===== src/rtl/tws_pkg.sv =====
package tws_pkg;
  typedef enum logic [1:0] {
    ST_INIT,
    ST_READY,
    ST_XFER,
    ST_HOLD
  } tws_state_e;

  localparam logic [7:0] STATUS_PASS = 8'h01;
  localparam logic [7:0] STATUS_FAIL = 8'h55;

  localparam logic [1:0] PAT_ALL_BRIGHT = 2'd0;
endpackage


===== src/rtl/tws_sync.sv =====
module tws_sync #(
  parameter int   STAGES  = 2,
  parameter logic RST_VAL = 1'b0
) (
  input  logic clk_i,
  input  logic rst_ni,
  input  logic d_i,
  output logic q_o
);
  logic [STAGES-1:0] ff_q;

  always_ff @(posedge clk_i or negedge rst_ni) begin
    if (!rst_ni) ff_q <= {STAGES{RST_VAL}};
    else         ff_q <= {ff_q[STAGES-2:0], d_i};
  end

  assign q_o = ff_q[STAGES-1];
endmodule


===== src/rtl/tws_ctrl.sv =====
module tws_ctrl
  import tws_pkg::*;
#(
  parameter int DATA_W          = 8,
  parameter int SELFTEST_CYCLES = 64,
  parameter int PROC_CYCLES     = 32
) (
  input  logic              clk_i,
  input  logic              rst_ni,
  input  logic              sclk_s_i,
  input  logic              selftest_ok_i,
  input  logic              rsp_load_i,
  input  logic [DATA_W-1:0] rsp_data_i,
  input  logic              byte_done_i,
  output logic              shift_o,
  output logic              sample_o,
  output logic              load_o,
  output logic [DATA_W-1:0] load_data_o,
  output logic              latch_pat_o,
  output logic              busy_o,
  output logic              xfer_o
);
  localparam int MAXC = (SELFTEST_CYCLES > PROC_CYCLES) ? SELFTEST_CYCLES : PROC_CYCLES;
  localparam int CW   = $clog2(MAXC + 1);

  tws_state_e state_q;
  logic [CW-1:0] cnt_q;
  logic sclk_prev_q;
  logic rise, fall, init_end;

  assign rise     = sclk_s_i & ~sclk_prev_q;
  assign fall     = ~sclk_s_i & sclk_prev_q;
  assign init_end = (state_q == ST_INIT) && (cnt_q == '0);

  always_ff @(posedge clk_i or negedge rst_ni) begin
    if (!rst_ni) begin
      state_q     <= ST_INIT;
      cnt_q       <= CW'(SELFTEST_CYCLES - 1);
      sclk_prev_q <= 1'b1;
    end else begin
      sclk_prev_q <= sclk_s_i;
      unique case (state_q)
        ST_INIT: begin
          if (cnt_q == '0) state_q <= ST_READY;
          else             cnt_q   <= cnt_q - 1'b1;
        end
        ST_READY: if (fall) state_q <= ST_XFER;
        ST_XFER: begin
          if (byte_done_i) begin
            state_q <= ST_HOLD;
            cnt_q   <= CW'(PROC_CYCLES - 1);
          end
        end
        ST_HOLD: begin
          if (cnt_q == '0) state_q <= ST_READY;
          else             cnt_q   <= cnt_q - 1'b1;
        end
        default: state_q <= ST_INIT;
      endcase
    end
  end

  // edges outside a legal window are dropped
  assign shift_o  = fall && ((state_q == ST_READY) || (state_q == ST_XFER));
  assign sample_o = rise && (state_q == ST_XFER);

  assign load_o = init_end ||
                  (rsp_load_i && ((state_q == ST_HOLD) || ((state_q == ST_READY) && !fall)));
  assign load_data_o = init_end ? (selftest_ok_i ? DATA_W'(STATUS_PASS) : DATA_W'(STATUS_FAIL))
                                : rsp_data_i;

  assign latch_pat_o = init_end;
  assign busy_o      = (state_q == ST_INIT) || (state_q == ST_HOLD);
  assign xfer_o      = (state_q == ST_XFER);
endmodule


===== src/rtl/tws_shift.sv =====
module tws_shift #(
  parameter int DATA_W = 8
) (
  input  logic              clk_i,
  input  logic              rst_ni,
  input  logic              sdi_s_i,
  input  logic              shift_i,
  input  logic              sample_i,
  input  logic              load_i,
  input  logic [DATA_W-1:0] load_data_i,
  output logic              byte_done_o,
  output logic              out_bit_o,
  output logic              rx_valid_o,
  output logic [DATA_W-1:0] rx_data_o
);
  localparam int BCW = $clog2(DATA_W);

  logic [DATA_W-1:0] tx_sr_q, rx_sr_q;
  logic [BCW-1:0]    bit_cnt_q;

  assign byte_done_o = sample_i && (bit_cnt_q == BCW'(DATA_W - 1));

  always_ff @(posedge clk_i or negedge rst_ni) begin
    if (!rst_ni) begin
      tx_sr_q   <= '0;
      out_bit_o <= 1'b0;
    end else if (load_i) begin
      tx_sr_q <= load_data_i;
    end else if (shift_i) begin
      out_bit_o <= tx_sr_q[DATA_W-1];
      tx_sr_q   <= {tx_sr_q[DATA_W-2:0], 1'b0};
    end
  end

  always_ff @(posedge clk_i or negedge rst_ni) begin
    if (!rst_ni) begin
      rx_sr_q    <= '0;
      bit_cnt_q  <= '0;
      rx_valid_o <= 1'b0;
      rx_data_o  <= '0;
    end else begin
      rx_valid_o <= 1'b0;
      if (sample_i) begin
        rx_sr_q <= {rx_sr_q[DATA_W-2:0], sdi_s_i};
        if (byte_done_o) begin
          bit_cnt_q  <= '0;
          rx_valid_o <= 1'b1;
          rx_data_o  <= {rx_sr_q[DATA_W-2:0], sdi_s_i};
        end else begin
          bit_cnt_q <= bit_cnt_q + 1'b1;
        end
      end
    end
  end
endmodule


===== src/rtl/tws_strap.sv =====
module tws_strap
  import tws_pkg::*;
(
  input  logic       clk_i,
  input  logic       rst_ni,
  input  logic       latch_i,
  input  logic       strap_a_ni,
  input  logic       strap_b_ni,
  output logic [1:0] pattern_o
);
  always_ff @(posedge clk_i or negedge rst_ni) begin
    if (!rst_ni)      pattern_o <= PAT_ALL_BRIGHT;
    else if (latch_i) pattern_o <= {~strap_b_ni, ~strap_a_ni};
  end
endmodule


===== src/rtl/tw_hold_slave.sv =====
module tw_hold_slave #(
  parameter int DATA_W          = 8,
  parameter int SYNC_STAGES     = 2,
  parameter int SELFTEST_CYCLES = 5000,
  parameter int PROC_CYCLES     = 1300
) (
  input  logic              clk_i,
  input  logic              rst_ni,
  input  logic              sclk_i,
  input  logic              sdi_i,
  output logic              sdo_o,
  input  logic              selftest_ok_i,
  input  logic              strap_a_ni,
  input  logic              strap_b_ni,
  output logic [1:0]        pattern_o,
  output logic              rx_valid_o,
  output logic [DATA_W-1:0] rx_data_o,
  input  logic              rsp_load_i,
  input  logic [DATA_W-1:0] rsp_data_i
);
  logic sclk_s, sdi_s;
  logic shift, sample, load, latch_pat, busy, xfer, byte_done, out_bit;
  logic [DATA_W-1:0] load_data;

  tws_sync #(.STAGES(SYNC_STAGES), .RST_VAL(1'b1)) u_sync_sclk (
    .clk_i(clk_i), .rst_ni(rst_ni), .d_i(sclk_i), .q_o(sclk_s)
  );

  tws_sync #(.STAGES(SYNC_STAGES), .RST_VAL(1'b0)) u_sync_sdi (
    .clk_i(clk_i), .rst_ni(rst_ni), .d_i(sdi_i), .q_o(sdi_s)
  );

  tws_ctrl #(
    .DATA_W(DATA_W), .SELFTEST_CYCLES(SELFTEST_CYCLES), .PROC_CYCLES(PROC_CYCLES)
  ) u_ctrl (
    .clk_i(clk_i), .rst_ni(rst_ni), .sclk_s_i(sclk_s),
    .selftest_ok_i(selftest_ok_i), .rsp_load_i(rsp_load_i), .rsp_data_i(rsp_data_i),
    .byte_done_i(byte_done), .shift_o(shift), .sample_o(sample),
    .load_o(load), .load_data_o(load_data), .latch_pat_o(latch_pat),
    .busy_o(busy), .xfer_o(xfer)
  );

  tws_shift #(.DATA_W(DATA_W)) u_shift (
    .clk_i(clk_i), .rst_ni(rst_ni), .sdi_s_i(sdi_s),
    .shift_i(shift), .sample_i(sample), .load_i(load), .load_data_i(load_data),
    .byte_done_o(byte_done), .out_bit_o(out_bit),
    .rx_valid_o(rx_valid_o), .rx_data_o(rx_data_o)
  );

  tws_strap u_strap (
    .clk_i(clk_i), .rst_ni(rst_ni), .latch_i(latch_pat),
    .strap_a_ni(strap_a_ni), .strap_b_ni(strap_b_ni), .pattern_o(pattern_o)
  );

  // busy dominates; idle line low means clear to receive
  assign sdo_o = busy | (xfer & out_bit);
endmodule


===== config.mk =====
export PLATFORM = sky130hd
export DESIGN_NAME = tw_hold_slave
export DESIGN_NICKNAME = d
export VERILOG_FILES = /design/src/rtl/tws_pkg.sv /design/src/rtl/tws_sync.sv /design/src/rtl/tws_ctrl.sv /design/src/rtl/tws_shift.sv /design/src/rtl/tws_strap.sv /design/src/rtl/tw_hold_slave.sv
export SDC_FILE = /design/constraint.sdc
export NUM_CORES = 1
export LEC_CHECK = 0
export ABC_AREA = 1
export CAP_MARGIN = 5
export CELL_PAD_IN_SITES_DETAIL_PLACEMENT = 0
export CELL_PAD_IN_SITES_GLOBAL_PLACEMENT = 1
export CORE_UTILIZATION = 40
export CTS_CLUSTER_DIAMETER = 150
export DETAILED_ROUTE_END_ITERATION = 10
export PLACE_DENSITY = 0.72
export SKIP_LAST_GASP = 1
export SYNTH_ARGS = -nofsm -noshare
export SYNTH_HDL_FRONTEND = slang
export SYNTH_SLANG_ARGS = --single-unit

===== constraint.sdc =====
create_clock -name clk_i -period 2 [get_ports clk_i]
set_input_delay 0.2 -clock clk_i [delete_from_list [all_inputs] [get_ports clk_i]]
set_output_delay 0.2 -clock clk_i [all_outputs]
set_load 0.03 [all_outputs]

==> results of run 1 <==
[state kept, by name, summed over array words and instances (netlist names)]
name                flops
u_shift.rx_sr_q         7
u_shift.bit_cnt_q       3
u_shift.rx_data_o       8
u_shift.tx_sr_q         8
u_ctrl.cnt_q           13
u_sync_sdi.ff_q         2
u_ctrl.state_q          2
u_shift.out_bit_o       1
u_strap.pattern_o       2
u_sync_sclk.ff_q        2
u_ctrl.sclk_prev_q      1
u_shift.rx_valid_o      1
[power groups by stage]
stage	sequential (W)	combinational (W)	clock, W
detailed placement	0.00169	0.00199	0
floorplan	0.00168	0.00144	0
global route	0.00172	0.00224	0.000702
finish	0.00167	0.00194	0.000627
global placement	0.00168	0.00197	0
CTS	0.00167	0.00198	0.000662
[worst max-delay path, cell delays in order (launching register included)]
cell	delay [ns]
dfrtp_1	0.44
inv_1	0.10
ha_1	0.25
nand2_1	0.07
nand2_1	0.06
dlygate4sd2_1	0.40
[final cells by class]
type / count / area [µm²] / share of cell area (%)
flip-flops and latches: 50 / 1260 / 43.0
well taps: 75 / 93.8 / 3.20
multi-input cells: 185 / 1060 / 36.1
inverters: 25 / 93.8 / 3.20
clock buffers: 6 / 82.6 / 2.81
repair buffers: 35 / 324 / 11.0
clock inverters: 2 / 17.5 / 0.597
[per-stage QoR]
| step | power (W) | hold WS, ns | area [µm²] |
|---|---|---|---|
| 6_report | 0.00423 | -0.0177 | 2940 |
| 5_1_grt | 0.00466 | 0.0493 | 2940 |
| 4_1_cts | 0.00431 | 0.0213 | 2940 |
| 3_5_place_dp | 0.00367 | 0.338 | 2840 |
| 3_3_place_gp | 0.00365 | 0.335 | 2840 |
| 2_1_floorplan | 0.00313 | -0.0956 | 2490 |
[placed cells by master (no fill, tap or decap), types with 8 or more instances in the layout]
cell type,instances
buf_4,8
clkdlybuf4s50_1,25
dfrtp_1,40
dfstp_2,10
ha_1,8
inv_1,24
nand2_1,56
nand3_1,24
nand4_1,18
nor2_1,21
o21ai_0,11
o21ai_1,10
[routing by layer]
layer  vias to the layer above  routed length [µm]  share of wire [%]
met4                         0                  16               0.35
met1                       851                2240                 49
met3                         2                 175                3.8
li1                        957                   -                  -
met5                         -                   0                  0
met2                        27                2130                 47
[cell families (layout without fill, tap and decap cells)]
| group | count (synthesis) | count (layout) | synth area share (%) |
|---|---|---|---|
| fa+ha+maj | 8 | 8 | 4.03 |
| mux | 7 | 7 | 3.12 |
| simple gates | 134 | 134 | 26.8 |
| compound gates | 33 | 33 | 7.65 |
| flops | 50 | 50 | 50.8 |
| buf+inv | 34 | 68 | 6.49 |
| xor+xnor | 3 | 3 | 1.06 |
[final timing paths]
| kind | start | cells past startpoint | end |
|---|---|---|---|
| min in group clk_i | sclk_i | 1 | u_sync_sclk.ff_q[0] |
| setup / recovery | u_ctrl.state_q[0] | 5 | sdo_o |
| hold / removal | rst_ni | 2 | u_shift.rx_data_o[4] |
| hold reg to reg | u_sync_sdi.ff_q[0] | 0 | u_sync_sdi.ff_q[1] |
| setup reg to reg | u_ctrl.state_q[0] | 9 | u_ctrl.cnt_q[10] |
| max in group asynchronous | rst_ni | 2 | u_ctrl.cnt_q[11] |
==> flow_metrics.py, run 1 <==
metrics = {
    "run_status": {
        "status": "finished, violations left",
        "violations": "hold timing",
    },
    "yosys": {
        "ys_ff_latch": 50,
        "synthCells": 269,
        "synth.top_cell.area_share_pct": 40.3,
        "syn-mean-instance-area_um2": 9.24,
        "synthArstFlopShare_pct": 100,
        "yosys_warnings": 0,
        "synthesis.nets": 293,
        "synthTopCellsByArea": "dfrtp_1 (40%), dfstp_2 (11%), nand2_1 (8.5%)",
        "syn_area_mm2": 0.00249,
        "synth_most_common_cell": "nand2_1",
        "yosysSeqAreaShare_pct": 50.8,
        "synth_ff_type": "dfrtp_1",
        "synth_edf_count": 0,
        "yosysUniqueCellTypes": 34,
        "synth_common_cells": "nand2_1 (56), dfrtp_1 (40), inv_1 (24), nand3_1 (24), nor2_1 (21)",
        "yosys.area.top_type": "dfrtp_1",
    },
    "power_and_ir_drop": {
        "pwr-share-clk_pct": 14.8,
        "net-switching-power_w": 0.00180,
        "pwr-share-seq_pct": 39.4,
        "peakVddDrop_mv": 0.659,
        "cellPowerDensity_mw_per_mm2": 1440,
        "comb_power_share_pct": 45.8,
        "switching_share_pct": 42.5,
        "p_int_w": 0.00243,
        "p_leak_nw": 1.41,
    },
    "timing": {
        "worst_pin_slew_ns": 0.637,
        "setup_violations": 0,
        "slew_violations": 0,
        "finalWorstSetupSlack_ns": 0.191,
        "skew_ns": 0.00284,
        "period_share_pct": 90.5,
        "min_period_ns": 1.81,
        "slew_headroom_pct": 57.5,
        "rsz0062_at_grt": "false",
        "fin_setup_tns_ns": 0,
        "whs_ns": -0.0177,
        "fmax_ghz": 0.553,
        "timing_hold_violations_final": 13,
    },
    "grt": {
        "use_met2_pct": 27.0,
        "grt-ovfl-total": 0,
        "grt_max_degree": 51,
        "grt_pass1_vias": 1836,
        "gr-usage-met3_pct": 4.16,
        "grt_util_all_layers_pct": 16.0,
        "grt_pass1_wl_mm": 8.11,
        "grt_use_met1_pct": 20.3,
        "antenna_found_initial": 0,
        "busiest_layer": "met2",
    },
    "layout": {
        "drive_above_1_share_pct": 16.5,
        "diodes": 0,
        "num-fill-cells": 591,
        "final_cell_count_no_fill": 378,
        "utilization_pct": 49.3,
        "synthToLayoutAreaGrowth_pct": 18.1,
        "nNetsFinal": 326,
    },
    "drt": {
        "drc_errors": 0,
        "vias": 1837,
        "routed_wirelength_mm": 4.56,
        "viasPerCell": 4.86,
        "drtPass1Iterations": 4,
        "drt-wirelength-per-cell_um": 12.1,
        "ant_nets": 0,
        "drt_iter0_markers": 67,
    },
    "setup_path": {
        "startpoint_type": "flop",
        "path_class": "reg -> out",
        "crit_arrival_ns": 1.61,
        "ff2ff_setup_slack_ns": 0.25,
        "critPathRequiredTime_ns": 1.80,
        "end_kind": "primary output",
        "path_max_fanout": 5,
    },
    "floorplan": {
        "core.rowCount": 28,
        "dieArea_mm2": 0.00653,
        "initial_core_util_pct": 41.7,
        "die_w_um": 80.8,
        "core-area_mm2": 0.00596,
        "die_h_um": 80.8,
        "pin_count": 28,
    },
    "clock_network": {
        "cts_setup_buffers": 0,
        "htree_levels": 2,
        "cts_tree": "done",
        "postCtsResizedCells": 1,
        "clock_sinks": 50,
        "clkTransAtPathRegs_ns": 0.09,
        "root_buffer": "clkbuf_8",
        "clock_latency_ns": 0.30,
        "cts_hold_buffers": 0,
        "numCtsBuffers": 5,
        "max-clock-path-buffers": 2,
    },
    "run": {
        "maxCapViolCount": 0,
    },
    "placement": {
        "gp_congestion": 0.752,
        "place_inst": 370,
        "post-place-ws_ns": 0.243,
        "dp_hpwl_mm": 3.19,
        "io_buffer_count": 27,
    },
    "hold_path": {
        "hp-class": "in -> async",
    },
}
No activity file was read; power rests on OpenSTA's default activity.
==> inputs of run 2 (changes only) <==
Settings changed: ABC_AREA 1 to not set, PLACE_DENSITY 0.72 to 0.7.
==> flow_metrics.py, run 2 <==
metrics = {
    "setup_path": {
        "startpoint_type": "flop",
        "path_max_fanout": 4,
        "r2r-start": "u_ctrl.cnt_q[1]",
        "crit_arrival_ns": 2.18,
        "rr_worst_depth": 6,
        "ff2ff_setup_slack_ns": 0.02,
        "critPathRequiredTime_ns": 2.20,
        "end_kind": "flop",
        "path_class": "reg -> reg",
        "reg2reg_to": "u_shift.out_bit_o",
    },
    "timing": {
        "slew_violations": 0,
        "period_share_pct": 99.0,
        "slew_headroom_pct": 65.2,
        "skew_ns": 0.00546,
        "worst_pin_slew_ns": 0.517,
        "min_period_ns": 1.98,
        "fmax_ghz": 0.505,
        "rsz0062_at_grt": "true",
        "finalWorstSetupSlack_ns": 0.0196,
        "timing_hold_violations_final": 0,
        "setup_violations": 0,
    },
    "run": {
        "maxCapViolCount": 0,
    },
    "clock_network": {
        "htree_levels": 2,
        "clock_sinks": 50,
        "cts_tree": "done",
        "numCtsBuffers": 5,
        "root_buffer": "clkbuf_8",
        "clkTransAtPathRegs_ns": 0.10,
        "clock_latency_ns": 0.31,
        "max-clock-path-buffers": 2,
    },
    "placement": {
        "io_buffer_count": 27,
        "gp_congestion": 0.750,
        "dp_hpwl_mm": 3.54,
        "place_area_mm2": 0.00299,
        "post-place-ws_ns": -0.0730,
    },
    "floorplan": {
        "die_h_um": 80.6,
        "dieArea_mm2": 0.00649,
        "pin_count": 28,
        "die_w_um": 80.6,
        "core.rowCount": 28,
        "core-area_mm2": 0.00596,
        "initial_core_util_pct": 41.5,
    },
    "layout": {
        "multiInputGateArea_mm2": 0.00119,
        "nNetsFinal": 312,
        "largest_register_ff_count": 13,
        "layout_common_cells": "dfrtp_1 (40), nand2_1 (32), buf_4 (27)",
        "top_regs": "u_ctrl.cnt_q x13, u_shift.rx_data_o x8, u_shift.tx_sr_q x8",
        "layout_commonest_cell": "dfrtp_1",
        "synthToLayoutAreaGrowth_pct": 30.0,
        "top_register": "u_ctrl.cnt_q",
        "seqCellArea_mm2": 0.00126,
        "num-fill-cells": 573,
        "drive_above_1_share_pct": 28.0,
        "design_area_mm2": 0.00321,
        "diodes": 0,
    },
    "hold_path": {
        "min_to": "u_sync_sclk.ff_q[0]",
        "min_from": "sclk_i",
        "hold_depth": 1,
        "hp-class": "in -> reg",
    },
    "grt": {
        "gr-usage-met3_pct": 3.75,
        "use_met2_pct": 27.5,
        "antenna_found_initial": 0,
        "grt_pass1_wl_mm": 8.63,
        "busiest_layer": "met2",
        "grt-ovfl-total": 0,
        "grt_max_degree": 30,
        "grt_pass1_vias": 1850,
        "grt_util_all_layers_pct": 17.4,
        "grt_use_met1_pct": 23.7,
    },
    "yosys": {
        "yosysSeqAreaShare_pct": 51.2,
        "synthArstFlopShare_pct": 100,
        "synth.top_cell.area_share_pct": 40.5,
        "syn-mean-instance-area_um2": 10.6,
        "synth_ff_type": "dfrtp_1",
        "yosysUniqueCellTypes": 42,
        "synth_most_common_cell": "dfrtp_1",
        "synthTopCellsByArea": "dfrtp_1 (41%), dfstp_2 (11%), mux2_2 (7.3%)",
        "synth_common_cells": "dfrtp_1 (40), nand2_1 (32), mux2_2 (16)",
        "yosys.area.top_type": "dfrtp_1",
        "synth_edf_count": 0,
        "yosys_warnings": 0,
        "synthesis.nets": 258,
        "synthCells": 234,
        "ys_ff_latch": 50,
        "syn_area_mm2": 0.00247,
    },
    "drt": {
        "ant_nets": 0,
        "drt-wirelength-per-cell_um": 13.7,
        "routed_wirelength_mm": 4.99,
        "drt_iter0_markers": 50,
        "vias": 1866,
        "drc_errors": 0,
        "viasPerCell": 5.13,
        "drtPass1Iterations": 4,
    },
    "power_and_ir_drop": {
        "p_leak_nw": 1.43,
        "cellPowerDensity_mw_per_mm2": 1200,
        "peakVddDrop_mv": 0.515,
        "totalPowerFinal_w": 0.00386,
    },
    "run_status": {
        "status": "finished, final reports clean",
    },
}
-- run 2: changes by cell type in the layout (fill, tap and decap cells not counted), moves of 6 or more --
cell and delta:
nand3_1 -19, o21ai_0 -6, inv_1 -13, nor3_1 +12, nor2_1 -13, nand4_1 -17, o31ai_1 +7, mux2_2 +9
nand3b_1 +6, a21oi_1 +11, nand2b_1 +7, buf_4 +19, nand2_1 -24, o21ai_1 -10
-- run 2: per-stage QoR --
stage	util (%)	setup TNS (ns)	instances	hold slack, ns
6_report	53.9	0	364	0.287
4_1_cts	53.0	0	361	0.274
3_5_place_dp	50.3	-0.163	351	0.210
5_1_grt	53.9	-0.408	364	0.275
3_3_place_gp	50.3	0	351	0.209
2_1_floorplan	-	-0.00417	234	-0.0956
-- run 2: kinds of logic (layout without fill, tap and decap cells) --
logic type	Yosys count	in the layout	share of synthesized area (%)
AO/OA/AOI/OAI	40	40	11.4
adder cells (fa/ha/maj)	8	8	4.05
buffers and inverters	21	76	3.29
AND/OR/NAND/NOR	93	93	20.4
multiplexers	22	22	9.73
flip-flops	50	50	51.2
-- run 2: what timing repair did --
| action | 4_1_cts | 5_1_grt |
|---|---|---|
| buffers inserted | 1 | 3 |
| hold buffers | 1 | 0 |
| resized for setup | 7 | 9 |
| pin swaps | 3 | 4 |
| hold endpoints to repair | 17 | 0 |
| endpoints found under the setup margin | 12 | 16 |
-- run 2: layout make-up --
| type | instances | area share (%) |
|---|---|---|
| well taps | 75 | 2.92 |
| flip-flops and latches | 50 | 39.4 |
| repair buffers | 56 | 15.5 |
| clock buffers | 5 | 2.14 |
| inverters | 12 | 1.40 |
| clock inverters | 3 | 1.48 |
| multi-input cells | 163 | 37.2 |
-- run 2: worst max path at each step --
stage	start	endpoint	slack, ns	depth (start not counted)
2_1_floorplan	u_ctrl.cnt_q[0]	u_shift.out_bit_o	-0.004	7
3_3_place_gp	u_ctrl.cnt_q[0]	u_ctrl.cnt_q[10]	0.02	7
3_5_place_dp	u_ctrl.cnt_q[1]	u_strap.pattern_o[1]	-0.07	7
4_1_cts	u_shift.bit_cnt_q[0]	u_ctrl.cnt_q[9]	0.002	6
5_1_grt	u_shift.bit_cnt_q[1]	u_ctrl.cnt_q[7]	-0.08	6
6_report	u_ctrl.cnt_q[1]	u_shift.out_bit_o	0.02	6
-- run 2: routing by layer --
| layer | vias up | wire (µm) |
|---|---|---|
| met4 | 0 | 53 |
| met1 | 889 | 2480 |
| met5 | - | 0 |
| li1 | 947 | - |
| met2 | 25 | 2330 |
| met3 | 5 | 134 |
-- run 2: report_power, final --
group | internal [W] | total (W) | switching, W
logic | 0.000786 | 0.00160 | 0.000811
clock network | 0.000380 | 0.000748 | 0.000368
registers | 0.00131 | 0.00152 | 0.000210
-- run 2: critical path, stage by stage, from the launching register on --
cell and delay (ns):
dfstp_2 0.56, inv_1 0.06, ha_2 0.18, nor4b_2 0.18
and4b_2 0.29, a221oi_2 0.29, mux2_4 0.32
